**src/rtl/nbs_pkg.sv**
```systemverilog
package nbs_pkg;

    typedef enum logic [1:0] {
        ST_IDLE  = 2'd0,
        ST_HOLD0 = 2'd1,
        ST_HOLD1 = 2'd2,
        ST_HOLD2 = 2'd3
    } nbs_state_t;

endpackage

```
**src/rtl/nbs_char_decode.sv**
```systemverilog
// Classifies one received character against the node address and the
// address-control character that opened the current frame.
module nbs_char_decode #(
    parameter int DATA_W = 8
) (
    input  logic              rx_valid,
    input  logic [DATA_W:0]   rx_char,
    input  logic [DATA_W-2:0] node_addr,
    input  logic [DATA_W-1:0] open_char,
    output logic              is_addr,
    output logic              is_data,
    output logic              to_me,
    output logic              dir_tx,
    output logic              same_as_open
);
    localparam int ADDR_W = DATA_W - 1;

    always_comb begin
        is_addr      = rx_valid &&  rx_char[DATA_W];
        is_data      = rx_valid && !rx_char[DATA_W];
        to_me        = is_addr && (rx_char[ADDR_W-1:0] == node_addr);
        dir_tx       = rx_char[DATA_W-1];
        same_as_open = is_addr && (rx_char[DATA_W-1:0] == open_char);
    end
endmodule

```
**src/rtl/nbs_csum_acc.sv**
```systemverilog
// Running modulo-2^DATA_W sum of released message bytes, with a look-ahead
// term for a byte that is still held at close time.
module nbs_csum_acc #(
    parameter int DATA_W = 8
) (
    input  logic              clk,
    input  logic              rst_n,
    input  logic              clr,
    input  logic              add_en,
    input  logic [DATA_W-1:0] add_byte,
    input  logic              peek_en,
    input  logic [DATA_W-1:0] peek_byte,
    output logic [DATA_W-1:0] sum_final
);
    logic [DATA_W-1:0] sum_q;

    always_ff @(posedge clk or negedge rst_n) begin
        if (!rst_n)      sum_q <= '0;
        else if (clr)    sum_q <= '0;
        else if (add_en) sum_q <= sum_q + add_byte;
    end

    always_comb sum_final = sum_q + (peek_en ? peek_byte : '0);
endmodule

```
**src/rtl/nbs_byte_hold.sv**
```systemverilog
// Shift line of payload characters: the newest sits in stage 0, and the
// oldest leaves at the far end.
module nbs_byte_hold #(
    parameter int DATA_W = 8,
    parameter int DEPTH  = 2
) (
    input  logic              clk,
    input  logic              rst_n,
    input  logic              shift_en,
    input  logic [DATA_W-1:0] din,
    output logic [DATA_W-1:0] newer,
    output logic [DATA_W-1:0] older
);
    logic [DATA_W-1:0] stg [DEPTH];

    always_ff @(posedge clk or negedge rst_n) begin
        if (!rst_n)        stg[0] <= '0;
        else if (shift_en) stg[0] <= din;
    end

    for (genvar i = 1; i < DEPTH; i++) begin : g_stage
        always_ff @(posedge clk or negedge rst_n) begin
            if (!rst_n)        stg[i] <= '0;
            else if (shift_en) stg[i] <= stg[i-1];
        end
    end

    assign newer = stg[0];
    assign older = stg[DEPTH-1];
endmodule

```
**src/rtl/ninebit_slave_rx.sv**
```systemverilog
module ninebit_slave_rx
    import nbs_pkg::*;
#(
    parameter int DATA_W = 8
) (
    input  logic              clk,
    input  logic              rst_n,
    input  logic [DATA_W-2:0] node_addr,
    input  logic              rx_valid,
    input  logic [DATA_W:0]   rx_char,
    output logic              out_valid,
    output logic [DATA_W-1:0] out_data,
    output logic              out_last,
    output logic              frame_good,
    output logic              frame_err,
    output logic              tx_req
);
    localparam int HOLD_DEPTH = 2;

    nbs_state_t        state, nxt;
    logic [DATA_W-1:0] open_q;
    logic              open_load;

    logic is_addr, is_data, to_me, dir_tx, same_as_open;
    logic shift_en, acc_clr, acc_add, peek_en;
    logic [DATA_W-1:0] held_new, held_old, sum_final;

    logic              n_valid, n_last, n_good, n_err, n_tx;
    logic [DATA_W-1:0] n_data;

    nbs_char_decode #(.DATA_W(DATA_W)) u_dec (
        .rx_valid     (rx_valid),
        .rx_char      (rx_char),
        .node_addr    (node_addr),
        .open_char    (open_q),
        .is_addr      (is_addr),
        .is_data      (is_data),
        .to_me        (to_me),
        .dir_tx       (dir_tx),
        .same_as_open (same_as_open)
    );

    nbs_byte_hold #(.DATA_W(DATA_W), .DEPTH(HOLD_DEPTH)) u_hold (
        .clk      (clk),
        .rst_n    (rst_n),
        .shift_en (shift_en),
        .din      (rx_char[DATA_W-1:0]),
        .newer    (held_new),
        .older    (held_old)
    );

    nbs_csum_acc #(.DATA_W(DATA_W)) u_sum (
        .clk       (clk),
        .rst_n     (rst_n),
        .clr       (acc_clr),
        .add_en    (acc_add),
        .add_byte  (held_old),
        .peek_en   (peek_en),
        .peek_byte (held_old),
        .sum_final (sum_final)
    );

    // Next state and next output values
    always_comb begin
        nxt       = state;
        open_load = 1'b0;
        shift_en  = 1'b0;
        acc_clr   = 1'b0;
        acc_add   = 1'b0;
        peek_en   = (state == ST_HOLD2);
        n_valid   = 1'b0;
        n_data    = held_old;
        n_last    = 1'b0;
        n_good    = 1'b0;
        n_err     = 1'b0;
        n_tx      = 1'b0;
        unique case (state)
            ST_IDLE: begin
                if (to_me) begin
                    if (dir_tx) begin
                        n_tx = 1'b1;
                    end else begin
                        nxt       = ST_HOLD0;
                        open_load = 1'b1;
                        acc_clr   = 1'b1;
                    end
                end
            end
            ST_HOLD0, ST_HOLD1, ST_HOLD2: begin
                if (is_data) begin
                    shift_en = 1'b1;
                    if (state == ST_HOLD0)      nxt = ST_HOLD1;
                    else if (state == ST_HOLD1) nxt = ST_HOLD2;
                    else begin
                        n_valid = 1'b1;
                        acc_add = 1'b1;
                    end
                end else if (is_addr) begin
                    nxt = ST_IDLE;
                    if (same_as_open) begin
                        if (state == ST_HOLD0) begin
                            n_err = 1'b1;
                        end else begin
                            n_valid = (state == ST_HOLD2);
                            n_last  = (state == ST_HOLD2);
                            n_good  = (sum_final == held_new);
                            n_err   = (sum_final != held_new);
                        end
                    end else if (to_me) begin
                        n_err = 1'b1;
                    end
                end
            end
        endcase
    end

    // State register and frame context
    always_ff @(posedge clk or negedge rst_n) begin
        if (!rst_n) begin
            state  <= ST_IDLE;
            open_q <= '0;
        end else begin
            state <= nxt;
            if (open_load) open_q <= rx_char[DATA_W-1:0];
        end
    end

    // Registered outputs
    always_ff @(posedge clk or negedge rst_n) begin
        if (!rst_n) begin
            out_valid  <= 1'b0;
            out_data   <= '0;
            out_last   <= 1'b0;
            frame_good <= 1'b0;
            frame_err  <= 1'b0;
            tx_req     <= 1'b0;
        end else begin
            out_valid  <= n_valid;
            out_data   <= n_data;
            out_last   <= n_last;
            frame_good <= n_good;
            frame_err  <= n_err;
            tx_req     <= n_tx;
        end
    end

    assert_status_excl_R11: assert property (@(posedge clk) disable iff (!rst_n)
        !(frame_good && frame_err));

    assert_last_has_byte_R6: assert property (@(posedge clk) disable iff (!rst_n)
        out_last |-> out_valid);

    assert_last_has_status_R6: assert property (@(posedge clk) disable iff (!rst_n)
        out_last |-> (frame_good || frame_err));

    assert_tx_from_idle_R4: assert property (@(posedge clk) disable iff (!rst_n)
        tx_req |-> ($past(state) == ST_IDLE));

    assert_byte_from_full_hold_R5: assert property (@(posedge clk) disable iff (!rst_n)
        out_valid |-> ($past(state) == ST_HOLD2));

    assert_idle_payload_ignored_R2: assert property (@(posedge clk) disable iff (!rst_n)
        (state == ST_IDLE && rx_valid && !rx_char[DATA_W]) |=>
            (!out_valid && !frame_good && !frame_err));

    assert_status_returns_idle_R7: assert property (@(posedge clk) disable iff (!rst_n)
        (frame_good || frame_err) |-> (state == ST_IDLE));
endmodule

```
**config.mk**
```make
export PLATFORM = sky130hd
export DESIGN_NAME = ninebit_slave_rx
export DESIGN_NICKNAME = d
export VERILOG_FILES = /design/src/rtl/nbs_pkg.sv /design/src/rtl/nbs_char_decode.sv /design/src/rtl/nbs_csum_acc.sv /design/src/rtl/nbs_byte_hold.sv /design/src/rtl/ninebit_slave_rx.sv
export SDC_FILE = /design/constraint.sdc
export NUM_CORES = 1
export LEC_CHECK = 0
export BUFFER_PORTS_ARGS = -buffer_cell sky130_fd_sc_hd__clkbuf_2
export CORE_MARGIN = 4
export CORE_UTILIZATION = 54
export DETAILED_ROUTE_END_ITERATION = 8
export GPL_ROUTABILITY_DRIVEN = 0
export PLACE_DENSITY = 0.87
export SETUP_SLACK_MARGIN = 0.05
export SYNTH_ARGS = -nofsm -noshare
export SYNTH_HDL_FRONTEND = slang
export SYNTH_SLANG_ARGS = --single-unit
```
**constraint.sdc**
```tcl
create_clock -name clk -period 6.2 [get_ports clk]
set_input_delay 0.31 -clock clk [delete_from_list [all_inputs] [get_ports clk]]
set_output_delay 0.31 -clock clk [all_outputs]
set_load 0.1 [all_outputs]
```
; ---- After elaboration in Yosys (flattened, before gate mapping)
; Index checks and enable logic that the tools add are counted.
[op_classes]
n_addsub = 2
div_mod_pow = 0
n_bitwise = 0
n_lt_le_gt_ge = 0
n_mux = 40
eq_ne = 11
n_reduce_logical = 9
multipliers = 0
n_shift = 0
[ops]
columns = operator, n
row1 = two-way mux 1 bit, 30
row2 = two-way mux 8 bit, 3
row3 = adder 8 bit, 2
row4 = == test 8 bit, 2
row5 = two-way mux 2 bit, 6
row6 = inequality test 8 bit, 1
row7 = == test 7 bit, 1
row8 = == test 2 bit (second input constant), 2
row9 = logical AND 1 bit, 4
row10 = inequality test 2 bit (second input constant), 2
row11 = inequality test 4 bit (second input constant), 1
row12 = one-hot mux 2 bit (2 select lines), 1
row13 = AND reduction 4 bit, 1
row14 = inequality test 3 bit (second input constant), 1
row15 = OR reduction 3 bit, 1
row16 = == test 2 x 1 -> 1 bit (second input constant), 1
row17 = zero test 2 bit, 1
row18 = nonzero test 2 bit, 1
row19 = zero test 1 bit, 1
[word_totals]
elab_cells = 73
mem_bits_ro = 0
in_bits = 19
memories = 0
ram_bits = 0
output_inout_bits = 13
latchBits = 0
reg_bits = 47

; ---- Depth between registers and ports, before layout
; Gate-level depths: netlist (run 1).
[depth]
depth_word = 9
mapped_depth = 10
mapped_depth_nobuf = 10

; ---- Cells and area by module
; Synthesis (run 1) repeated with hierarchy kept, for this count alone.
[hier_totals]
hier_cells = 257
hier_area_um2 = 2770.2
[by_module_without_submodules]
columns = module, instances, cells_each, seq_area_each_um2, area_per_inst_um2
row1 = ninebit_slave_rx, 1, 85, 575.6, 969.7
row2 = nbs_csum_acc, 1, 113, 200.2, 958.4
row3 = nbs_byte_hold, 1, 34, 400.4, 649.4
row4 = nbs_char_decode, 1, 25, 0.0, 192.7

; ---- Worst setup path after synthesis (run 1)
; No wires, ideal clock.
[synth_path]
path_kind = register -> register
from = reg state[0]
to = reg frame_err
setup_ns = 0.134
path_stages_with_launch = 11
t_required_ns = 6.066
synth_period_minus_slack_ns = 2.651
setup_slack_ns = 3.549
path_buffers = 0
arrival_time_ns = 2.517
path_cell_list = dfrtp_1 -> ha_1 -> and2_1 -> ha_1 -> fa_1 -> xnor2_1 -> xnor2_1 -> or4_1 -> nor4_2 -> o2111a_1 -> a2111oi_0
[synth_between]
elab_chain_len = 9
word_cells_on_any_way = 12
cone_classes = add/sub: 1 / eq/ne: 4 / mux: 6 / reduce/logical: 1
[synth_rtl]
columns = element, line
row1 = from (decl), ninebit_slave_rx.sv:20  ; nbs_state_t state, nxt;
row2 = from (signal assigned), ninebit_slave_rx.sv:123  ; state <= nxt;
row3 = == test 2 bit, "ninebit_slave_rx.sv:70, ninebit_slave_rx.sv:77"
row4 = two-way mux 8 bit, nbs_csum_acc.sv:23  ; always_comb sum_final = sum_q + (peek_en ? peek_byte : '0);
row5 = adder 8 bit, nbs_csum_acc.sv:23
row6 = inequality test 8 bit, ninebit_slave_rx.sv:107  ; n_err = (sum_final != held_new);
row7 = two-way mux 1 bit, ninebit_slave_rx.sv:101  ; if (state == ST_HOLD0) begin
row8 = two-way mux 1 bit, ninebit_slave_rx.sv:100  ; if (same_as_open) begin
row9 = two-way mux 1 bit, ninebit_slave_rx.sv:98  ; end else if (is_addr) begin
row10 = two-way mux 1 bit, ninebit_slave_rx.sv:90  ; if (is_data) begin
row11 = two-way mux 1 bit *, ninebit_slave_rx.sv:77  ; unique case (state)
row12 = named net n_err, ninebit_slave_rx.sv:28  ; logic n_valid, n_last, n_good, n_err, n_tx;
row13 = to (signal assigned), ninebit_slave_rx.sv:142  ; frame_err <= n_err;
row14 = to (decl), ninebit_slave_rx.sv:15  ; output logic frame_err,
; The timed path passes the listed nets; every way through them passes the cells marked *.
; A chain may end at the register's enable or synchronous reset.

; ---- Final worst setup path (run 1)
; Ends and elaborated chain as after synthesis.

==> results of run 1 <==
-- metrics by stage --
stage                     setup WS, ns  instance area, sq um  total power, mW  utilization (%)  hold slack, ns
after floorplan                   3.55                  2600             1.10                -          0.0144
after detailed placement          3.28                  2820             1.26             62.6           0.420
after global routing              2.97                  2940             1.58             65.2           0.126
final                             3.25                  2940             1.48             65.2          0.0802
after CTS                         3.28                  2940             1.49             65.2           0.110
after global placement            3.43                  2820             1.23             62.6           0.413
-- worst max-delay path, delay by kind of cell, from the launching register on --
family          cells  cell delay, ns
compound gates      4            0.97
xor+xnor            1            0.17
fa+ha+maj           3            0.98
flops               1            0.41
simple gates        2            0.28
-- cell families (layout without fill, tap and decap cells) --
logic type | count (synthesis) | in the layout | share of synthesized area, %
compound gates | 34 | 34 | 8.66
fa+ha+maj | 21 | 21 | 10.7
simple gates | 59 | 59 | 12.2
flops | 47 | 47 | 45.2
buf+inv | 12 | 49 | 1.78
xor+xnor | 32 | 32 | 10.8
mux | 25 | 25 | 10.7
-- layout by cell type, fill, tap and decap left out, drive strengths merged --
cell type	count
mux2i	3
nor3	2
xor2	17
nand2	10
nor3b	1
o21bai	1
and2	8
clkinv	1
nand2b	3
a21oi	5
a41oi	1
buf	2
nand4b	1
mux2	22
nor4	5
nor2	12
xnor2	15
o21ai	12
a2111oi	1
fa	2
o2111a	1
clkbuf	37
nand3	9
or3	1
nor2b	2
a21o	3
o31a	2
bufinv	1
and2b	1
o31ai	2
nand4	1
or4	2
ha	19
inv	8
a21boi	1
o21a	3
o41a	1
and3	1
dfrtp	47
a211oi	1
-- worst paths after layout --
| path | start | end |
|---|---|---|
| min in group clk | rx_char[7] | tx_req |
| min | rst_n | state[0] |
| min reg2reg | u_hold.older[0] | out_data[0] |
| max | state[0] | frame_err |
| max reg2reg | state[0] | frame_err |
| max in group asynchronous | rst_n | u_hold.older[7] |
-- report_power, final --
group	internal, mW	leakage [nW]	switching [mW]
clock	0.130	0.0612	0.0999
combinational	0.269	0.786	0.469
sequential	0.417	0.594	0.0963
-- layout make-up --
class | instances | area (sq um) | share of cell area, %
clock inverters | 2 | 35.0 | 1.19
repair buffers | 33 | 170 | 5.79
multi-input cells | 171 | 1380 | 46.9
clock buffers | 6 | 82.6 | 2.81
flip-flops and latches | 47 | 1180 | 40.0
well taps | 52 | 65.1 | 2.21
inverters | 8 | 30.0 | 1.02
-- registers in the layout, summed over array words and instances (netlist names) --
| signal | count |
|---|---|
| u_hold.older | 8 |
| out_valid | 1 |
| out_last | 1 |
| u_hold.newer | 8 |
| open_q | 8 |
| frame_good | 1 |
| state | 2 |
| u_sum.sum_q | 8 |
| tx_req | 1 |
| out_data | 8 |
| frame_err | 1 |
-- metal layers --
metal / vias up / part of all wire, %
met5: - / 0
met2: 34 / 50
met3: 7 / 3.6
met1: 880 / 45
li1: 877 / -
met4: 0 / 1.5
==> results.yml, run 1 <==
placed_design:
  place.detailed.hpwl_mm: 3.66
  buffer_ports.inserted: 31
  dpl.cell_count: 311
die:
  io-pin-count: 32
  fp.dieArea_sq_mm: 0.00599
  starting_density_of_the_core_pct: 57.8
  fp.coreArea_sq_mm: 0.00450
  floorplan.rows: 24
  dieWidth_microns: 77.4
  die_height_microns: 77.4
run_status:
  status: "complete, no violations"
synthesis:
  synth_top_cell_area_share_pct: 45.2
  synth.yosys.seq_area_share_pct: 45.2
  number_of_flops_mapped_to_enable_cells_by_yosys: 0
  netlist-cell-type-count: 40
  post_synth_main_area_contributors: "sky130_fd_sc_hd__dfrtp_1 (45%), sky130_fd_sc_hd__mux2_2 (9.5%), sky130_fd_sc_hd__ha_1 (9.1%)"
  netlist_area_before_placement_sq_mm: 0.00260
  leading_cell_type_by_number_of_instances_after_synthesis: "sky130_fd_sc_hd__dfrtp_1"
  synth_seq_cells: 47
  synth_cells: 230
  postSynthAreaPerCell_sq_um: 11.3
  synth_top_cell_by_area: "sky130_fd_sc_hd__dfrtp_1"
  ys_dominant_reg_cell: "sky130_fd_sc_hd__dfrtp_1"
  synthArstFlopShare_pct: 100
  ys_top_cells_by_count: "sky130_fd_sc_hd__dfrtp_1 (47), sky130_fd_sc_hd__mux2_2 (22), sky130_fd_sc_hd__ha_1 (19)"
  synth.yosys.warnings: 0
  mappedNetlistNets: 270
finish:
  fillers: 351
  share_of_layout_cells_above_drive_strength_1_pct: 24.3
  antenna_cells: 0
  area_growth_from_synthesis_to_final_layout_pct: 12.9
  final_nets: 306
  fin_cells: 319
critical_path:
  cp_max_fo: 9
  crit_path_top_delay_cell: "sky130_fd_sc_hd__fa_1"
  r2r.worst_path.cells: 10
  startpoint_type: "register"
  worst_path_largest_cell_delay_ns: 0.45
  worst-endpoint-required_ns: 6.36
  setup.worst_path.end_class: "register"
  critPathKind: "reg2reg"
  cell_seen_most_often_among_critical_path_stages: "sky130_fd_sc_hd__ha_1"
  arrival_ns: 3.11
  reg2reg_slack_ns: 3.25
  crit_chain: "ha_1 > and2_1 > ha_1 > fa_1 > a21o_1 > a21oi_1 > xnor2_1 > nor4_2 > o2111a_1 > a2111oi_0"
global_routing:
  grt_pass1_vias: 1789
  grt_util_all_layers_pct: 17.6
  number_of_antenna_violations_at_the_first_check_in_global_routing: 0
  grt.busiest_layer: "met2"
  global_route.usage.met1_pct: 23.5
  grt_start_max_net_pins: 48
  met2_usage_pct: 28.3
  globalRoute.totalOverflow: 0
  gr_util_met3_pct: 3.24
  global_route_wire_length_before_repair_mm: 8.38
flow_run:
  drv_cap: 0
power:
  total_leakage_power_nw: 1.44
  peakVddDrop_uv: 221
  power_per_unit_of_standard_cell_area_mw_per_mm2: 504
clock_network:
  clk-insertion-delay-late_ns: 0.30
  ctsLongestPathBuffers: 2
  clk_transition_reported_paths_ns: 0.08
  cts.sink_count: 47
  post_cts_buffers: 0
  cts-buffers-inserted: 5
  ctsHoldBuffers: 0
  cts_root_buf: "sky130_fd_sc_hd__clkbuf_8"
  post_cts.resized_instances: 0
  cts_tree: "yes"
  cts-htree-levels: 2
timing:
  post-route-period-util_pct: 47.6
  highest_clock_frequency_the_design_can_meet_mhz: 339
  setup_viol_count_final: 0
  final_period_minus_worst_setup_slack_ns: 2.95
  worst_slew_pin_slew_ns: 0.866
  final_hold_viol_count: 0
  rsz0062_at_grt: "false"
  totalNegativeSetupSlack_ns: 0
  slew_viol_final: 0
  finalClockSkew_ns: 0.00641
  relSlewSlack_pct: 42.0
routing:
  drt_first_pass_iters: 4
  antenna_violating_nets_post_route: 0
  dr_total_vias: 1798
  drc: 0
  vias_per_std_cell: 5.64
  drt_first_iter_violations: 71
  finalWirelength_mm: 4.81
  post_drt_wl_per_cell_microns: 15.1
hold_path:
  min_path_type: "in2async"
Power figures use the tool's default switching activity.
==> run 2: changes to the inputs <==
--- a/config.mk
+++ b/config.mk
@@ -5,12 +5,13 @@
 export SDC_FILE = /design/constraint.sdc
 export NUM_CORES = 1
 export LEC_CHECK = 0
+export ABC_AREA = 1
 export BUFFER_PORTS_ARGS = -buffer_cell sky130_fd_sc_hd__clkbuf_2
 export CORE_MARGIN = 4
-export CORE_UTILIZATION = 54
+export CORE_UTILIZATION = 53
 export DETAILED_ROUTE_END_ITERATION = 8
 export GPL_ROUTABILITY_DRIVEN = 0
-export PLACE_DENSITY = 0.87
+export PLACE_DENSITY = 0.88
 export SETUP_SLACK_MARGIN = 0.05
 export SYNTH_ARGS = -nofsm -noshare
 export SYNTH_HDL_FRONTEND = slang
==> constraint.sdc (replaced) <==
create_clock -name clk -period 2.7 [get_ports clk]
set_input_delay 0.135 -clock clk [delete_from_list [all_inputs] [get_ports clk]]
set_output_delay 0.135 -clock clk [all_outputs]
set_load 0.1 [all_outputs]
==> run 2 against run 1 <==
Net effect: utilization down 3.3 points; combinational power increased by 120%; clock-buffer cell count increased by 1; maximum frequency grew 22%; critical path depth grew 5; non-clock buffer count increased by 2; worst hold slack improved by 0.021 ns; register-to-register slack lost 3.0 ns.
==> results.yml, run 2 <==
synthesis:
  synth_top_cell_area_share_pct: 41.4
  postSynthAreaPerCell_sq_um: 7.91
  leading_cell_type_by_number_of_instances_after_synthesis: "sky130_fd_sc_hd__nand2_1"
  synth_cells: 359
  netlist-cell-type-count: 31
  mappedNetlistNets: 399
  post_synth_main_area_contributors: "sky130_fd_sc_hd__dfrtp_1 (41%), sky130_fd_sc_hd__nand2_1 (14%), sky130_fd_sc_hd__ha_1 (8.4%)"
  synth_top_cell_by_area: "sky130_fd_sc_hd__dfrtp_1"
  ys_top_cells_by_count: "sky130_fd_sc_hd__nand2_1 (103), sky130_fd_sc_hd__inv_1 (51), sky130_fd_sc_hd__dfrtp_1 (47)"
  synth.yosys.seq_area_share_pct: 41.4
  synth.yosys.warnings: 0
  netlist_area_before_placement_sq_mm: 0.00284
  synthArstFlopShare_pct: 100
  number_of_flops_mapped_to_enable_cells_by_yosys: 0
  ys_dominant_reg_cell: "sky130_fd_sc_hd__dfrtp_1"
  synth_seq_cells: 47
power:
  power_per_unit_of_standard_cell_area_mw_per_mm2: 1020
  total_leakage_power_nw: 1.76
  peakVddDrop_uv: 706
routing:
  antenna_violating_nets_post_route: 0
  dr_total_vias: 2406
  post_drt_wl_per_cell_microns: 13.0
  drc: 0
  vias_per_std_cell: 5.16
  drt_first_iter_violations: 174
  drt_first_pass_iters: 6
  finalWirelength_mm: 6.08
die:
  starting_density_of_the_core_pct: 55.3
  fp.coreArea_sq_mm: 0.00514
  fp.dieArea_sq_mm: 0.00659
  die_height_microns: 81.2
  io-pin-count: 32
  dieWidth_microns: 81.2
  floorplan.rows: 26
placed_design:
  dpl_cell_area_sq_mm: 0.00307
  place.detailed.hpwl_mm: 4.70
  buffer_ports.inserted: 31
  dpl.cell_count: 457
timing:
  highest_clock_frequency_the_design_can_meet_mhz: 413
  hold_ws_ns: 0.101
  setup_viol_count_final: 0
  totalNegativeSetupSlack_ns: 0
  final_hold_viol_count: 0
  finalClockSkew_ns: 0.00618
  relSlewSlack_pct: 63.3
  slew_viol_final: 0
  final_period_minus_worst_setup_slack_ns: 2.42
  worst_slew_pin_slew_ns: 0.550
  post-route-period-util_pct: 89.7
  rsz0062_at_grt: "false"
clock_network:
  cts-buffers-inserted: 5
  cts_root_buf: "sky130_fd_sc_hd__clkbuf_8"
  cts-htree-levels: 2
  cts_tree: "yes"
  clk-insertion-delay-late_ns: 0.30
  clk_transition_reported_paths_ns: 0.08
  ctsLongestPathBuffers: 2
  cts.sink_count: 47
global_routing:
  grt_pass1_vias: 2346
  number_of_antenna_violations_at_the_first_check_in_global_routing: 0
  grt_util_all_layers_pct: 20.2
  global_route_wire_length_before_repair_mm: 10.3
  grt_start_max_net_pins: 23
  globalRoute.totalOverflow: 0
critical_path:
  arrival_ns: 2.62
  startpoint_type: "register"
  worst-endpoint-required_ns: 2.90
  setup.worst_path.end_class: "register"
  cp_max_fo: 4
  critical_path.startpoint: "state[1]"
  worst_r2r_startpoint: "state[1]"
  critPathKind: "reg2reg"
finish:
  fillers: 456
  layout.cell_area.non_filler_sq_mm: 0.00318
  share_of_layout_cells_above_drive_strength_1_pct: 15.4
  antenna_cells: 0
  fin_util_pct: 61.9
  mostFrequentLayoutCells: "sky130_fd_sc_hd__nand2_1 (103), sky130_fd_sc_hd__inv_1 (51), sky130_fd_sc_hd__dfrtp_1 (47)"
  area_growth_from_synthesis_to_final_layout_pct: 12.0
  final_nets: 435
  fin_cells: 466
  mostFrequentLayoutCell: "sky130_fd_sc_hd__nand2_1"
hold_path:
  hp_start: "rx_char[1]"
  min_path_type: "in2reg"
run_status:
  status: "complete, no violations"
flow_run:
  drv_cap: 0
## run 2: changes by cell type after synthesis, moves of 9 or more
| cell | delta |
|---|---|
| sky130_fd_sc_hd__mux2_2 | -22 |
| sky130_fd_sc_hd__inv_1 | +43 |
| sky130_fd_sc_hd__xnor2_1 | -10 |
| sky130_fd_sc_hd__o21ai_0 | +11 |
| sky130_fd_sc_hd__a21oi_1 | +9 |
| sky130_fd_sc_hd__nand2_1 | +93 |
| sky130_fd_sc_hd__nand3_1 | +11 |
## run 2: final cells by class
class                   instances  area (sq um)  share of cell area [%]
clock inverters                 1          7.51                   0.236
repair buffers                 35           188                    5.90
clock buffers                   7          96.3                    3.03
multi-input cells             251          1420                    44.6
well taps                      70          87.6                    2.75
inverters                      55           206                    6.49
flip-flops and latches         47          1180                    37.0
## run 2: logic make-up (layout without fill, tap and decap cells)
group                      after synthesis  after routing  share of synthesized area, %
and+or+nand+nor                        163            163                          25.1
AOI/OAI and AO/OA                       50             50                          9.82
DFF                                     47             47                          41.4
xor gates and xnor gates                17             17                          5.24
adders and majority gates               21             21                          9.78
buffers and inverters                   61             98                          8.68
## run 2: final timing paths
path	cells after the start	to	slack, ns
min reg2reg	0	out_data[3]	0.45
max reg2reg	15	frame_err	0.28
min	3	u_hold.newer[1]	0.10
max in group asynchronous	3	open_q[4]	1.87
min in group asynchronous	2	u_sum.sum_q[2]	0.27
max	15	frame_err	0.28
## run 2: report_power, final
part / switching [mW] / internal [mW] / leakage (nW)
sequential: 0.187 / 0.940 / 0.610
combinational: 1.14 / 0.503 / 1.10
clock: 0.237 / 0.233 / 0.0505
total: 1.56 / 1.68 / 1.76
## run 2: per-stage QoR
step,power (mW),worst slack (ns)
CTS,3.24,0.225
finish,3.24,0.278
detailed placement,2.77,0.293
global placement,2.71,0.418
floorplan,2.42,0.435
global route,3.48,0.0757
## run 2: routing by layer
metal | global-route usage (%) | vias to the layer above | wire, microns
li1 | - | 1207 | -
met1 | 25.5 | 1136 | 2670
met2 | 34.7 | 55 | 3030
met3 | 3.77 | 8 | 287
met4 | 6.76 | 0 | 90
met5 | 0 | - | 0
## run 2: what timing repair did
action	in CTS	in global routing
resized for setup	0	1
setup buffers	0	0
setup endpoints to repair	0	1
hold buffers	1	0
endpoints found under the hold margin	12	0
## run 2: worst max-delay path, stage by stage, from the launching register on
cell and delay, ns:
sky130_fd_sc_hd__dfrtp_1 0.43, sky130_fd_sc_hd__ha_1 0.24, sky130_fd_sc_hd__nand2_1 0.08, sky130_fd_sc_hd__inv_1 0.04, sky130_fd_sc_hd__ha_1 0.22, sky130_fd_sc_hd__fa_2 0.41, sky130_fd_sc_hd__nand3_1 0.13, sky130_fd_sc_hd__nand2_1 0.10
sky130_fd_sc_hd__nand2_1 0.11, sky130_fd_sc_hd__nand2_1 0.06, sky130_fd_sc_hd__nand2_1 0.05, sky130_fd_sc_hd__nand3_1 0.07, sky130_fd_sc_hd__nor2_1 0.15, sky130_fd_sc_hd__nand4_1 0.13, sky130_fd_sc_hd__nand2_1 0.08, sky130_fd_sc_hd__inv_1 0.04
